[src/rtl/tear_pkg.sv]
`timescale 1ns/1ps
package tear_pkg;

    typedef enum logic [1:0] {
        SYNC_OFF     = 2'd0,
        SYNC_ONE_PIN = 2'd1,
        SYNC_TWO_PIN = 2'd2,
        SYNC_RSVD    = 2'd3
    } sync_mode_e;

    typedef enum logic [1:0] {
        XS_IDLE  = 2'd0,
        XS_ARMED = 2'd1,
        XS_RUN   = 2'd2
    } xfer_state_e;

    typedef struct packed {
        logic hsync;
        logic vsync;
    } sync_evt_t;

    localparam int unsigned HS_MIN_TICKS     = 2;
    localparam int unsigned VS_MIN_TWO_TICKS = 2;
    localparam int unsigned VS_MIN_ONE_TICKS = 4;

    // Channel indices of the measured pins
    localparam int CH_H = 0;
    localparam int CH_V = 1;
    localparam int N_CH = 2;

    function automatic logic sync_mode_on(input sync_mode_e m);
        return (m == SYNC_ONE_PIN) || (m == SYNC_TWO_PIN);
    endfunction

    function automatic logic thr_valid(input sync_mode_e m,
                                       input int unsigned hs_thr,
                                       input int unsigned vs_thr);
        int unsigned vs_min;
        vs_min = (m == SYNC_ONE_PIN) ? VS_MIN_ONE_TICKS : VS_MIN_TWO_TICKS;
        return (hs_thr >= HS_MIN_TICKS) && (vs_thr >= vs_min) && (hs_thr != vs_thr);
    endfunction

    // Classify pulse ends into sync events. Vertical wins over horizontal.
    function automatic sync_evt_t classify(input sync_mode_e  m,
                                           input logic        ok,
                                           input logic        h_end,
                                           input int unsigned h_w,
                                           input logic        v_end,
                                           input int unsigned v_w,
                                           input int unsigned hs_thr,
                                           input int unsigned vs_thr);
        sync_evt_t e;
        e = '0;
        if (ok) begin
            case (m)
                SYNC_ONE_PIN: begin
                    if (h_end) begin
                        if (h_w >= vs_thr)      e.vsync = 1'b1;
                        else if (h_w >= hs_thr) e.hsync = 1'b1;
                    end
                end
                SYNC_TWO_PIN: begin
                    e.vsync = v_end && (v_w >= vs_thr);
                    e.hsync = h_end && (h_w >= hs_thr) && !e.vsync;
                end
                default: e = '0;
            endcase
        end
        return e;
    endfunction

endpackage

[src/rtl/sync_pulse_meas.sv]
`timescale 1ns/1ps
module sync_pulse_meas #(
    parameter int CNT_W = 8
) (
    input  logic             clk,
    input  logic             rst,
    input  logic             raw,
    input  logic             pol,
    output logic             pulse_end,
    output logic [CNT_W-1:0] pulse_w
);
    localparam logic [CNT_W-1:0] CNT_MAX = '1;

    logic             lvl;
    logic             lvl_q;
    logic [CNT_W-1:0] run_cnt;

    assign lvl = pol ? raw : ~raw;

    always_ff @(posedge clk) begin
        if (rst) begin
            lvl_q   <= 1'b0;
            run_cnt <= '0;
        end else begin
            lvl_q <= lvl;
            if (lvl) begin
                if (run_cnt != CNT_MAX) run_cnt <= run_cnt + 1'b1;
            end else begin
                run_cnt <= '0;
            end
        end
    end

    // Pulse ends when the pin is first seen deasserted; width is the run so far
    assign pulse_end = lvl_q & ~lvl;
    assign pulse_w   = run_cnt;
endmodule

[src/rtl/sync_line_tracker.sv]
`timescale 1ns/1ps
module sync_line_tracker
    import tear_pkg::*;
#(
    parameter int CNT_W  = 8,
    parameter int LINE_W = 11
) (
    input  logic              clk,
    input  logic              rst,
    input  sync_mode_e        mode,
    input  logic [CNT_W-1:0]  hs_thr,
    input  logic [CNT_W-1:0]  vs_thr,
    input  logic              h_end,
    input  logic [CNT_W-1:0]  h_w,
    input  logic              v_end,
    input  logic [CNT_W-1:0]  v_w,
    output sync_evt_t         evt,
    output logic [LINE_W-1:0] line_no,
    output logic              frame_seen
);
    localparam logic [LINE_W-1:0] LINE_MAX = '1;

    logic      cfg_ok;
    sync_evt_t evt_d;
    sync_evt_t evt_q;
    logic [LINE_W-1:0] line_q;
    logic              seen_q;

    assign cfg_ok = thr_valid(mode, 32'(hs_thr), 32'(vs_thr));
    assign evt_d  = classify(mode, cfg_ok, h_end, 32'(h_w), v_end, 32'(v_w),
                             32'(hs_thr), 32'(vs_thr));

    always_ff @(posedge clk) begin
        if (rst) begin
            evt_q  <= '0;
            line_q <= '0;
            seen_q <= 1'b0;
        end else begin
            evt_q <= evt_d;
            if (evt_q.vsync) begin
                line_q <= '0;
                seen_q <= 1'b1;
            end else if (evt_q.hsync && (line_q != LINE_MAX)) begin
                line_q <= line_q + 1'b1;
            end
        end
    end

    assign evt        = evt_q;
    assign line_no    = line_q;
    assign frame_seen = seen_q;
endmodule

[src/rtl/xfer_sequencer.sv]
`timescale 1ns/1ps
module xfer_sequencer
    import tear_pkg::*;
#(
    parameter int PIX_W  = 20,
    parameter int LINE_W = 11
) (
    input  logic              clk,
    input  logic              rst,
    input  sync_mode_e        mode,
    input  logic              arm,
    input  logic [PIX_W-1:0]  pix_count,
    input  logic              sw_kick,
    input  logic              pix_take,
    input  logic [LINE_W-1:0] line_no,
    input  logic              frame_seen,
    input  logic [LINE_W-1:0] cfg_line,
    output logic              xfer_en,
    output logic              xfer_active,
    output logic              xfer_start,
    output logic              xfer_done,
    output logic              kick_pend,
    output logic [PIX_W-1:0]  pix_left
);
    xfer_state_e      state_q;
    logic [PIX_W-1:0] left_q;
    logic             kick_q;
    logic             start_q;
    logic             done_q;
    logic             gated;
    logic             line_hit;
    logic             go;

    assign gated    = sync_mode_on(mode);
    assign line_hit = frame_seen && (line_no == cfg_line);
    assign go       = gated ? line_hit : kick_q;

    always_ff @(posedge clk) begin
        if (rst) begin
            state_q <= XS_IDLE;
            left_q  <= '0;
            kick_q  <= 1'b0;
            start_q <= 1'b0;
            done_q  <= 1'b0;
        end else begin
            start_q <= 1'b0;
            done_q  <= 1'b0;
            case (state_q)
                XS_IDLE: begin
                    kick_q <= 1'b0;
                    if (arm && (pix_count != '0)) begin
                        left_q  <= pix_count;
                        state_q <= XS_ARMED;
                    end
                end
                XS_ARMED: begin
                    if (go) begin
                        state_q <= XS_RUN;
                        start_q <= 1'b1;
                        kick_q  <= 1'b0;
                    end else if (gated) begin
                        kick_q <= 1'b0;
                    end else if (sw_kick) begin
                        kick_q <= 1'b1;
                    end
                end
                XS_RUN: begin
                    kick_q <= 1'b0;
                    if (pix_take) begin
                        if (left_q == PIX_W'(1)) begin
                            left_q  <= '0;
                            state_q <= XS_IDLE;
                            done_q  <= 1'b1;
                        end else begin
                            left_q <= left_q - 1'b1;
                        end
                    end
                end
                default: state_q <= XS_IDLE;
            endcase
        end
    end

    assign xfer_en     = (state_q != XS_IDLE);
    assign xfer_active = (state_q == XS_RUN);
    assign xfer_start  = start_q;
    assign xfer_done   = done_q;
    assign kick_pend   = kick_q;
    assign pix_left    = left_q;
endmodule

[src/rtl/tear_xfer_trigger.sv]
`timescale 1ns/1ps
module tear_xfer_trigger
    import tear_pkg::*;
#(
    parameter int CNT_W  = 8,
    parameter int LINE_W = 11,
    parameter int PIX_W  = 20
) (
    input  logic              clk,
    input  logic              rst,
    input  logic [1:0]        cfg_mode,
    input  logic [CNT_W-1:0]  cfg_hs_width,
    input  logic [CNT_W-1:0]  cfg_vs_width,
    input  logic              cfg_hs_pol,
    input  logic              cfg_vs_pol,
    input  logic [LINE_W-1:0] cfg_line,
    input  logic [PIX_W-1:0]  cfg_pix_count,
    input  logic              arm,
    input  logic              sw_kick,
    input  logic              pix_take,
    input  logic              sync_h_in,
    input  logic              sync_v_in,
    output logic              xfer_en,
    output logic              xfer_active,
    output logic              xfer_start,
    output logic              xfer_done,
    output logic              kick_pend,
    output logic              hs_evt,
    output logic              vs_evt,
    output logic [LINE_W-1:0] line_no,
    output logic [PIX_W-1:0]  pix_left
);
    sync_mode_e        mode;
    logic [N_CH-1:0]   ch_raw;
    logic [N_CH-1:0]   ch_pol;
    logic [N_CH-1:0]   ch_end;
    logic [CNT_W-1:0]  ch_w [N_CH];
    sync_evt_t         evt;
    logic              frame_seen;

    assign mode         = sync_mode_e'(cfg_mode);
    assign ch_raw[CH_H] = sync_h_in;
    assign ch_raw[CH_V] = sync_v_in;
    assign ch_pol[CH_H] = cfg_hs_pol;
    assign ch_pol[CH_V] = cfg_vs_pol;

    for (genvar c = 0; c < N_CH; c++) begin : g_meas
        sync_pulse_meas #(.CNT_W(CNT_W)) u_meas (
            .clk      (clk),
            .rst      (rst),
            .raw      (ch_raw[c]),
            .pol      (ch_pol[c]),
            .pulse_end(ch_end[c]),
            .pulse_w  (ch_w[c])
        );
    end

    sync_line_tracker #(.CNT_W(CNT_W), .LINE_W(LINE_W)) u_track (
        .clk       (clk),
        .rst       (rst),
        .mode      (mode),
        .hs_thr    (cfg_hs_width),
        .vs_thr    (cfg_vs_width),
        .h_end     (ch_end[CH_H]),
        .h_w       (ch_w[CH_H]),
        .v_end     (ch_end[CH_V]),
        .v_w       (ch_w[CH_V]),
        .evt       (evt),
        .line_no   (line_no),
        .frame_seen(frame_seen)
    );

    xfer_sequencer #(.PIX_W(PIX_W), .LINE_W(LINE_W)) u_seq (
        .clk        (clk),
        .rst        (rst),
        .mode       (mode),
        .arm        (arm),
        .pix_count  (cfg_pix_count),
        .sw_kick    (sw_kick),
        .pix_take   (pix_take),
        .line_no    (line_no),
        .frame_seen (frame_seen),
        .cfg_line   (cfg_line),
        .xfer_en    (xfer_en),
        .xfer_active(xfer_active),
        .xfer_start (xfer_start),
        .xfer_done  (xfer_done),
        .kick_pend  (kick_pend),
        .pix_left   (pix_left)
    );

    assign hs_evt = evt.hsync;
    assign vs_evt = evt.vsync;
endmodule

[config.mk]
export PLATFORM = sky130hd
export DESIGN_NAME = tear_xfer_trigger
export DESIGN_NICKNAME = d
export VERILOG_FILES = /design/src/rtl/tear_pkg.sv /design/src/rtl/sync_pulse_meas.sv /design/src/rtl/sync_line_tracker.sv /design/src/rtl/xfer_sequencer.sv /design/src/rtl/tear_xfer_trigger.sv
export SDC_FILE = /design/constraint.sdc
export NUM_CORES = 1
export LEC_CHECK = 0
export ABC_CLOCK_PERIOD_IN_PS = 2000
export CAP_MARGIN = 5
export CORE_MARGIN = 2
export CORE_UTILIZATION = 45
export DETAILED_ROUTE_END_ITERATION = 8
export PLACE_DENSITY = 0.82
export REMOVE_ABC_BUFFERS = 1
export SLEW_MARGIN = 15
export SYNTH_ARGS = -nofsm -noshare
export SYNTH_HDL_FRONTEND = slang
export SYNTH_SLANG_ARGS = --single-unit
export TNS_END_PERCENT = 50
[constraint.sdc]
create_clock -name clk -period 2 [get_ports clk]
set_input_delay 0.4 -clock clk [delete_from_list [all_inputs] [get_ports clk]]
set_output_delay 0.4 -clock clk [all_outputs]
set_load 0.02 [all_outputs]
[Word-level counts from Yosys, hierarchy flattened]
Cells that the tools add are included.
Word-level totals
  bits in registers: 57
  bits in writable memories: 0
  memories kept: 0
  bits in read-only memories: 0
  input bits: 58
  bits in latches: 0
  output and inout port bits: 38
Cells by class
  div/mod/pow operators: 0
  bitwise gates (word level): 10
  equality and inequality tests: 15
  reductions and logical operators: 25
  add/subtract/negate cells: 4
  shift operators: 0
  $mul: 0
  multiplexer cells: 24
  order comparisons: 5
Operators by type and width (number)
  two-way mux 20 bit: 3
  case mux 20 bit (2 select lines): 1
  greater-or-equal comparator 8 x 32 -> 1 bit: 1
  greater-or-equal comparator 8 bit: 3
  == test 20 x 1 -> 1 bit, second input constant: 1
  nonzero test 20 bit: 1
  subtractor 20 x 1 -> 20 bit, second input constant: 1
  adder 8 x 1 -> 8 bit, second input constant: 2
  inequality test 8 bit, second input constant: 2
  OR reduction 2 bit: 6
  adder 11 x 1 -> 11 bit, second input constant: 1
  == test 11 bit: 1
  two-way mux 1 bit: 11
  inequality test 11 bit, second input constant: 1
  two-way mux 2 bit: 5
  greater-or-equal comparator 8 x 2 -> 1 bit, second input constant: 1
  logical AND 1 bit: 8
  inequality test 8 bit: 1
  inverter 1 bit: 8
  inequality test 2 x 1 -> 1 bit, second input constant: 3
  case mux 2 bit (3 select lines): 1
  nonzero test 2 bit: 3
  == test 2 x 1 -> 1 bit, second input constant: 2
  == test 2 bit, second input constant: 2
  13 further kinds: 14

[Logic depth before layout (Yosys ltp)]
  depth after elaboration: 8
  depth in mapped cells: 10
  mapped depth without buffers: 10

[Modules after synthesis]
From an unflattened synthesis, not the netlist that was laid out.
Second synthesis, totals
  cell total of the unflattened synthesis: 499
  area total of the unflattened synthesis: 4113.9 um^2
By module, submodules not included
  xfer_sequencer: instances 1, cells an instance 223, sequential area each 500.5 um^2, area each 1771.7 um^2
  sync_line_tracker: instances 1, cells an instance 172, sequential area each 280.3 um^2, area each 1416.4 um^2
  sync_pulse_meas: instances 2, cells an instance 52, sequential area each 180.2 um^2, area each 462.9 um^2

[Least setup slack after synthesis]
Ideal clock, no wire load.
  kind: register to register
  start point: register u_seq.left_q[0] (netlist: u_seq.pix_left[0])
  end point: register u_seq.left_q[16] (netlist: u_seq.pix_left[16])
  setup slack: 0.104 ns
  period minus slack after synthesis: 1.896 ns
  arrival: 1.764 ns
  data required time: 1.868 ns
  stages on the path, launching flop included: 9
  cells stage by stage: dfxtp_1 > ha_1 > nor3b_1 > nand4_2 > o21ai_4 > buf_6 > a21oi_1 > o21ai_1 > a21oi_1
On the way
  cells in the longest elaborated chain, start to end: 4
RTL lines
  from (decl): line xfer_sequencer.sv:26  | logic [PIX_W-1:0] left_q;
  from (signal assigned): line xfer_sequencer.sv:52  | left_q <= pix_count;
  from (signal assigned): line xfer_sequencer.sv:75  | left_q <= left_q - 1'b1;
  subtractor 20 x 1 -> 20 bit or == test 20 x 1 -> 1 bit (tied branches): line xfer_sequencer.sv:75, xfer_sequencer.sv:70
  two-way mux 20 bit *: line xfer_sequencer.sv:70  | if (left_q == PIX_W'(1)) begin
  two-way mux 20 bit *: line xfer_sequencer.sv:69  | if (pix_take) begin
  case mux 20 bit (2 select lines) *: line xfer_sequencer.sv:48  | case (state_q)
Mark *: on every way between the ends. The rest lies on a longest branch, timed or not. The select of a mux whose other input is x is not followed.
A chain may end at the register's enable or synchronous reset.

[Final worst setup path]
  start point: input port cfg_hs_width[4]
  end point: register u_track.evt_q, in the netlist u_track.evt[1]
On the way
  cells in the longest elaborated chain, start to end: 5
RTL lines
  from (decl): line tear_xfer_trigger.sv:12  | input logic [CNT_W-1:0] cfg_hs_width,
  greater-or-equal comparator 8 bit or greater-or-equal comparator 8 x 2 -> 1 bit (tied branches): line tear_pkg.sv:59, tear_pkg.sv:64, tear_pkg.sv:40
  two-way mux 1 bit or logical AND 1 bit (tied branches): line tear_pkg.sv:59, tear_pkg.sv:40
  two-way mux 1 bit or logical AND 1 bit (tied branches): line tear_pkg.sv:58, tear_pkg.sv:40
  two-way mux 2 bit or inverter 1 bit (tied branches)
  case mux 2 bit (2 select lines) or OR reduction 2 bit (tied branches)
  to (signal assigned): line sync_line_tracker.sv:39  | evt_q <= evt_d;
  to (decl): line sync_line_tracker.sv:25  | sync_evt_t evt_q;
Parallel ways exist; a longest one is shown, timed or not.

==> results.py <==
metrics = {
    "status": {
        "outcome": "completed",
    },
    "pwr": {
        "irDropWorstVdd_mv": 0.391,
        "power_density_nw_per_um2": 572,
        "total_leakage_power_uw": 0.00252,
    },
    "route": {
        "drtPass1Iterations": 5,
        "drc_errors_left": 0,
        "drt.antenna.violating_nets": 0,
        "routed_wirelength_um": 12200,
        "route.detailed.vias_per_inst": 5.77,
        "routedWlPerCell_um": 16.5,
        "vias": 4276,
        "drt_iter0_markers": 229,
    },
    "setup_path": {
        "worst_path_max_delay_cell": "sky130_fd_sc_hd__clkdlybuf4s50_1",
        "criticalPathCategory": "primary input to register",
        "worst_r2r_path_depth": 6,
        "worstSetupStartpointType": "primary input",
        "worst-r2r-setup-slack_ns": 0.06,
        "critPathTopFamily": "compound AO/OA/AOI/OAI gates",
        "cp_cell_sequence": "clkdlybuf4s50_1 -> inv_1 -> ha_1 -> a21o_1 -> a2111oi_4 -> o21ai_1 -> o2111ai_1 -> nor3b_2",
        "worstReg2RegEnd": "u_seq.pix_left[18]$_SDFFE_PP0P_",
        "worst-path-max-fanout": 2,
        "cp_slowest_stage_delay_ns": 0.49,
        "crit-reg2reg-launch": "u_seq.pix_left[2]$_SDFFE_PP0P_",
        "setup.worst_path.end_class": "register",
        "arrival_ns": 2.21,
        "path_buf_inv": 2,
        "required_ns": 2.23,
    },
    "cells_and_area": {
        "layout.cells.most_common_list": "77 x sky130_fd_sc_hd__clkdlybuf4s50_1, 62 x sky130_fd_sc_hd__buf_4, 56 x sky130_fd_sc_hd__dfxtp_1",
        "area_occupied_by_multi_input_gates_um2": 2630,
        "drive_above_1_share_pct": 19.2,
        "final_nets": 722,
        "seq_area_um2": 1140,
        "final_design_area_no_fill_um2": 5760,
        "final_common_cell": "sky130_fd_sc_hd__clkdlybuf4s50_1",
        "finish.utilization_pct": 70.1,
        "area.growth.synth_to_final_pct": 51.3,
        "insertedDiodeCount": 0,
        "n_fill_cell": 629,
    },
    "floorplanning": {
        "core_um2": 8220,
        "die_height_um": 96.0,
        "starting_density_of_the_core_pct": 46.3,
        "io_pins": 96,
        "core.rowCount": 33,
        "die_width_um": 96.0,
        "fp.dieArea_um2": 9210,
    },
    "synthesis": {
        "synth_seq_cells": 57,
        "syn_inst_count": 474,
        "ys_top_cells_by_area": "sky130_fd_sc_hd__dfxtp_1 30%, sky130_fd_sc_hd__ha_1 11%, sky130_fd_sc_hd__nor2_1 4.5%",
        "postSynthAreaPerCell_um2": 8.03,
        "synth-edff-count": 0,
        "synth.yosys.warnings": 0,
        "netlist_area_um2": 3800,
        "synth.lib_cells_used.distinct": 50,
        "top_cell_type_s_share_of_synthesized_area_pct": 30.0,
        "synth_largest_area_cell": "sky130_fd_sc_hd__dfxtp_1",
        "sequential_share_of_the_synthesized_area_pct": 30.0,
        "postSynth.topFlopCell": "sky130_fd_sc_hd__dfxtp_1",
        "synth_async_reset_ratio_pct": 0,
    },
    "min_path": {
        "holdCritStartpoint": "cfg_pix_count[4]",
        "min_to": "u_seq.pix_left[4]$_SDFFE_PP0P_",
        "worst_min_delay_path_class": "primary input to register",
        "min_delay_path_depth": 3,
    },
    "placement": {
        "port-buffer-count": 95,
        "dpl.hpwl_um": 9040,
        "globalplace.congestion": 0.933,
        "dpl_cell_area_um2": 5290,
    },
    "global_routing": {
        "antenna_found_initial": 0,
        "grt_util_all_layers_pct": 26.0,
        "grt_remaining_overflow": 0,
        "grt_max_degree": 21,
        "first_pass_grt_wire_length_um": 18800,
        "number_of_global_route_vias_before_repair": 4126,
    },
    "cts": {
        "cts.sinks": 57,
        "clk_pin_slew_worst_paths_ns": 0.07,
        "cts.root.buffer_cell": "sky130_fd_sc_hd__clkbuf_8",
        "cts_max_level": 3,
        "clock_buffers_created_by_tritoncts": 9,
        "bufs_on_longest_clock_path": 2,
        "cts_tree": "built",
        "clock_latency_ns": 0.35,
    },
    "timing": {
        "final_skew_ns": 0.00751,
        "hold_ws_ns": 0.438,
        "timing_hold_violations_final": 0,
        "setup-violations-final": 0,
        "layout_worst_path_cycle_share_pct": 98.9,
        "worst_slew_pin_slew_ns": 0.405,
        "total_negative_slack_for_setup_checks_ns": 0,
        "max_slew_margin_pct": 72.3,
        "report.final.slew_viol_count": 0,
        "timing.fmax_mhz": 505,
        "final_period_minus_worst_setup_slack_ns": 1.98,
    },
    "flow_run": {
        "timing.max_cap.violations": 0,
    },
}
registers in the layout (all words and copies together) (netlist names), 2 cells and up:
| name | flops |
|---|---|
| u_seq.pix_left | 20 |
| u_seq.state_q | 2 |
| g_meas.u_meas.pulse_w | 16 |
| g_meas.u_meas.lvl_q | 2 |
| u_track.line_no | 11 |
| u_track.evt | 2 |
logic make-up (layout without fill, tap and decap cells):
group | count (synthesis) | in the layout | synth area share (%)
muxes | 4 | 4 | 1.09
adders and majority gates | 33 | 33 | 10.9
AOI/OAI and AO/OA | 114 | 114 | 19.5
buffers and inverters | 50 | 212 | 5.26
xor gates and xnor gates | 34 | 34 | 7.83
DFF | 57 | 57 | 30.0
and+or+nand+nor | 182 | 182 | 25.5
worst max-delay path by stage:
stage / startpoint / end / slack (ns) / cells after the start
2_1_floorplan: u_seq.state_q[1]$_SDFFE_PP0P_ / u_seq.pix_left[12]$_SDFFE_PP0P_ / -0.07 / 6
3_3_place_gp: cfg_mode[0] / u_track.evt[1]$_SDFF_PP0_ / -0.43 / 10
3_5_place_dp: cfg_mode[0] / u_track.evt[1]$_SDFF_PP0_ / -0.57 / 10
4_1_cts: cfg_mode[1] / u_track.evt[1]$_SDFF_PP0_ / -0.02 / 11
5_1_grt: cfg_mode[0] / u_track.evt[1]$_SDFF_PP0_ / -0.12 / 10
6_report: cfg_hs_width[4] / u_track.evt[1]$_SDFF_PP0_ / 0.02 / 8
metal layers:
layer	global-route usage [%]	vias up	routed length (um)
met2	44.9	215	6040
met3	4.39	39	837
met4	13.3	0	360
met1	30.8	1978	4990
met5	0	-	0
li1	-	2044	-
metrics by stage:
stage	instances	power, uW	worst slack, ns
floorplan	460	1590	-0.0677
CTS	740	3250	-0.0212
global route	741	3420	-0.123
detailed placement	720	1990	-0.571
global placement	720	1970	-0.425
finish	741	3290	0.0211
layout make-up:
cell class / count / area share (%)
sequential: 57 / 19.8
timing repair buffer: 160 / 25.9
multi-input combinational: 367 / 45.7
tap: 105 / 2.28
clock buffer: 12 / 2.69
clock inverter: 4 / 1.30
inverter: 36 / 2.35
what timing repair did:
| action | CTS | global route |
|---|---|---|
| hold buffers | 0 | 0 |
| hold endpoints to repair | 0 | 0 |
| endpoints found under the setup margin | 17 | 24 |
| pin swaps | 10 | 13 |
| buffers inserted | 4 | 1 |
| resized for setup | 20 | 38 |
synth_stat cells, drive strengths merged (2+ instances only):
| cell | n |
|---|---|
| o2111ai | 2 |
| or2 | 5 |
| a22oi | 7 |
| xor2 | 16 |
| inv | 36 |
| and4 | 2 |
| o32ai | 7 |
| clkbuf | 9 |
| buf | 5 |
| nand3b | 7 |
| and3 | 9 |
| nor2b | 4 |
| a2111oi | 3 |
| ha | 33 |
| nand2 | 31 |
| nand3 | 12 |
| nor4 | 18 |
| o21a | 3 |
| a31oi | 6 |
| nand2b | 4 |
| o31ai | 4 |
| o211a | 2 |
| nor2 | 47 |
| nor3b | 4 |
| nand4 | 15 |
| dfxtp | 57 |
| a21o | 4 |
| xnor2 | 18 |
| mux2i | 3 |
| o21ai | 35 |
| a211oi | 5 |
| or3 | 6 |
| a21oi | 31 |
| nor3 | 17 |
tightest hold or removal path, stage by stage:
cell and delay, ns:
sky130_fd_sc_hd__dlymetal6s2s_1 0.13, sky130_fd_sc_hd__a21oi_1 0.09, sky130_fd_sc_hd__o32ai_1 0.11
power breakdown:
group | internal, uW | total [uW] | switching [uW]
clock | 770 | 1270 | 499
combinational | 394 | 803 | 409
sequential | 1170 | 1220 | 48.0
total | 2340 | 3290 | 955
(Power assumes the default switching activity.)
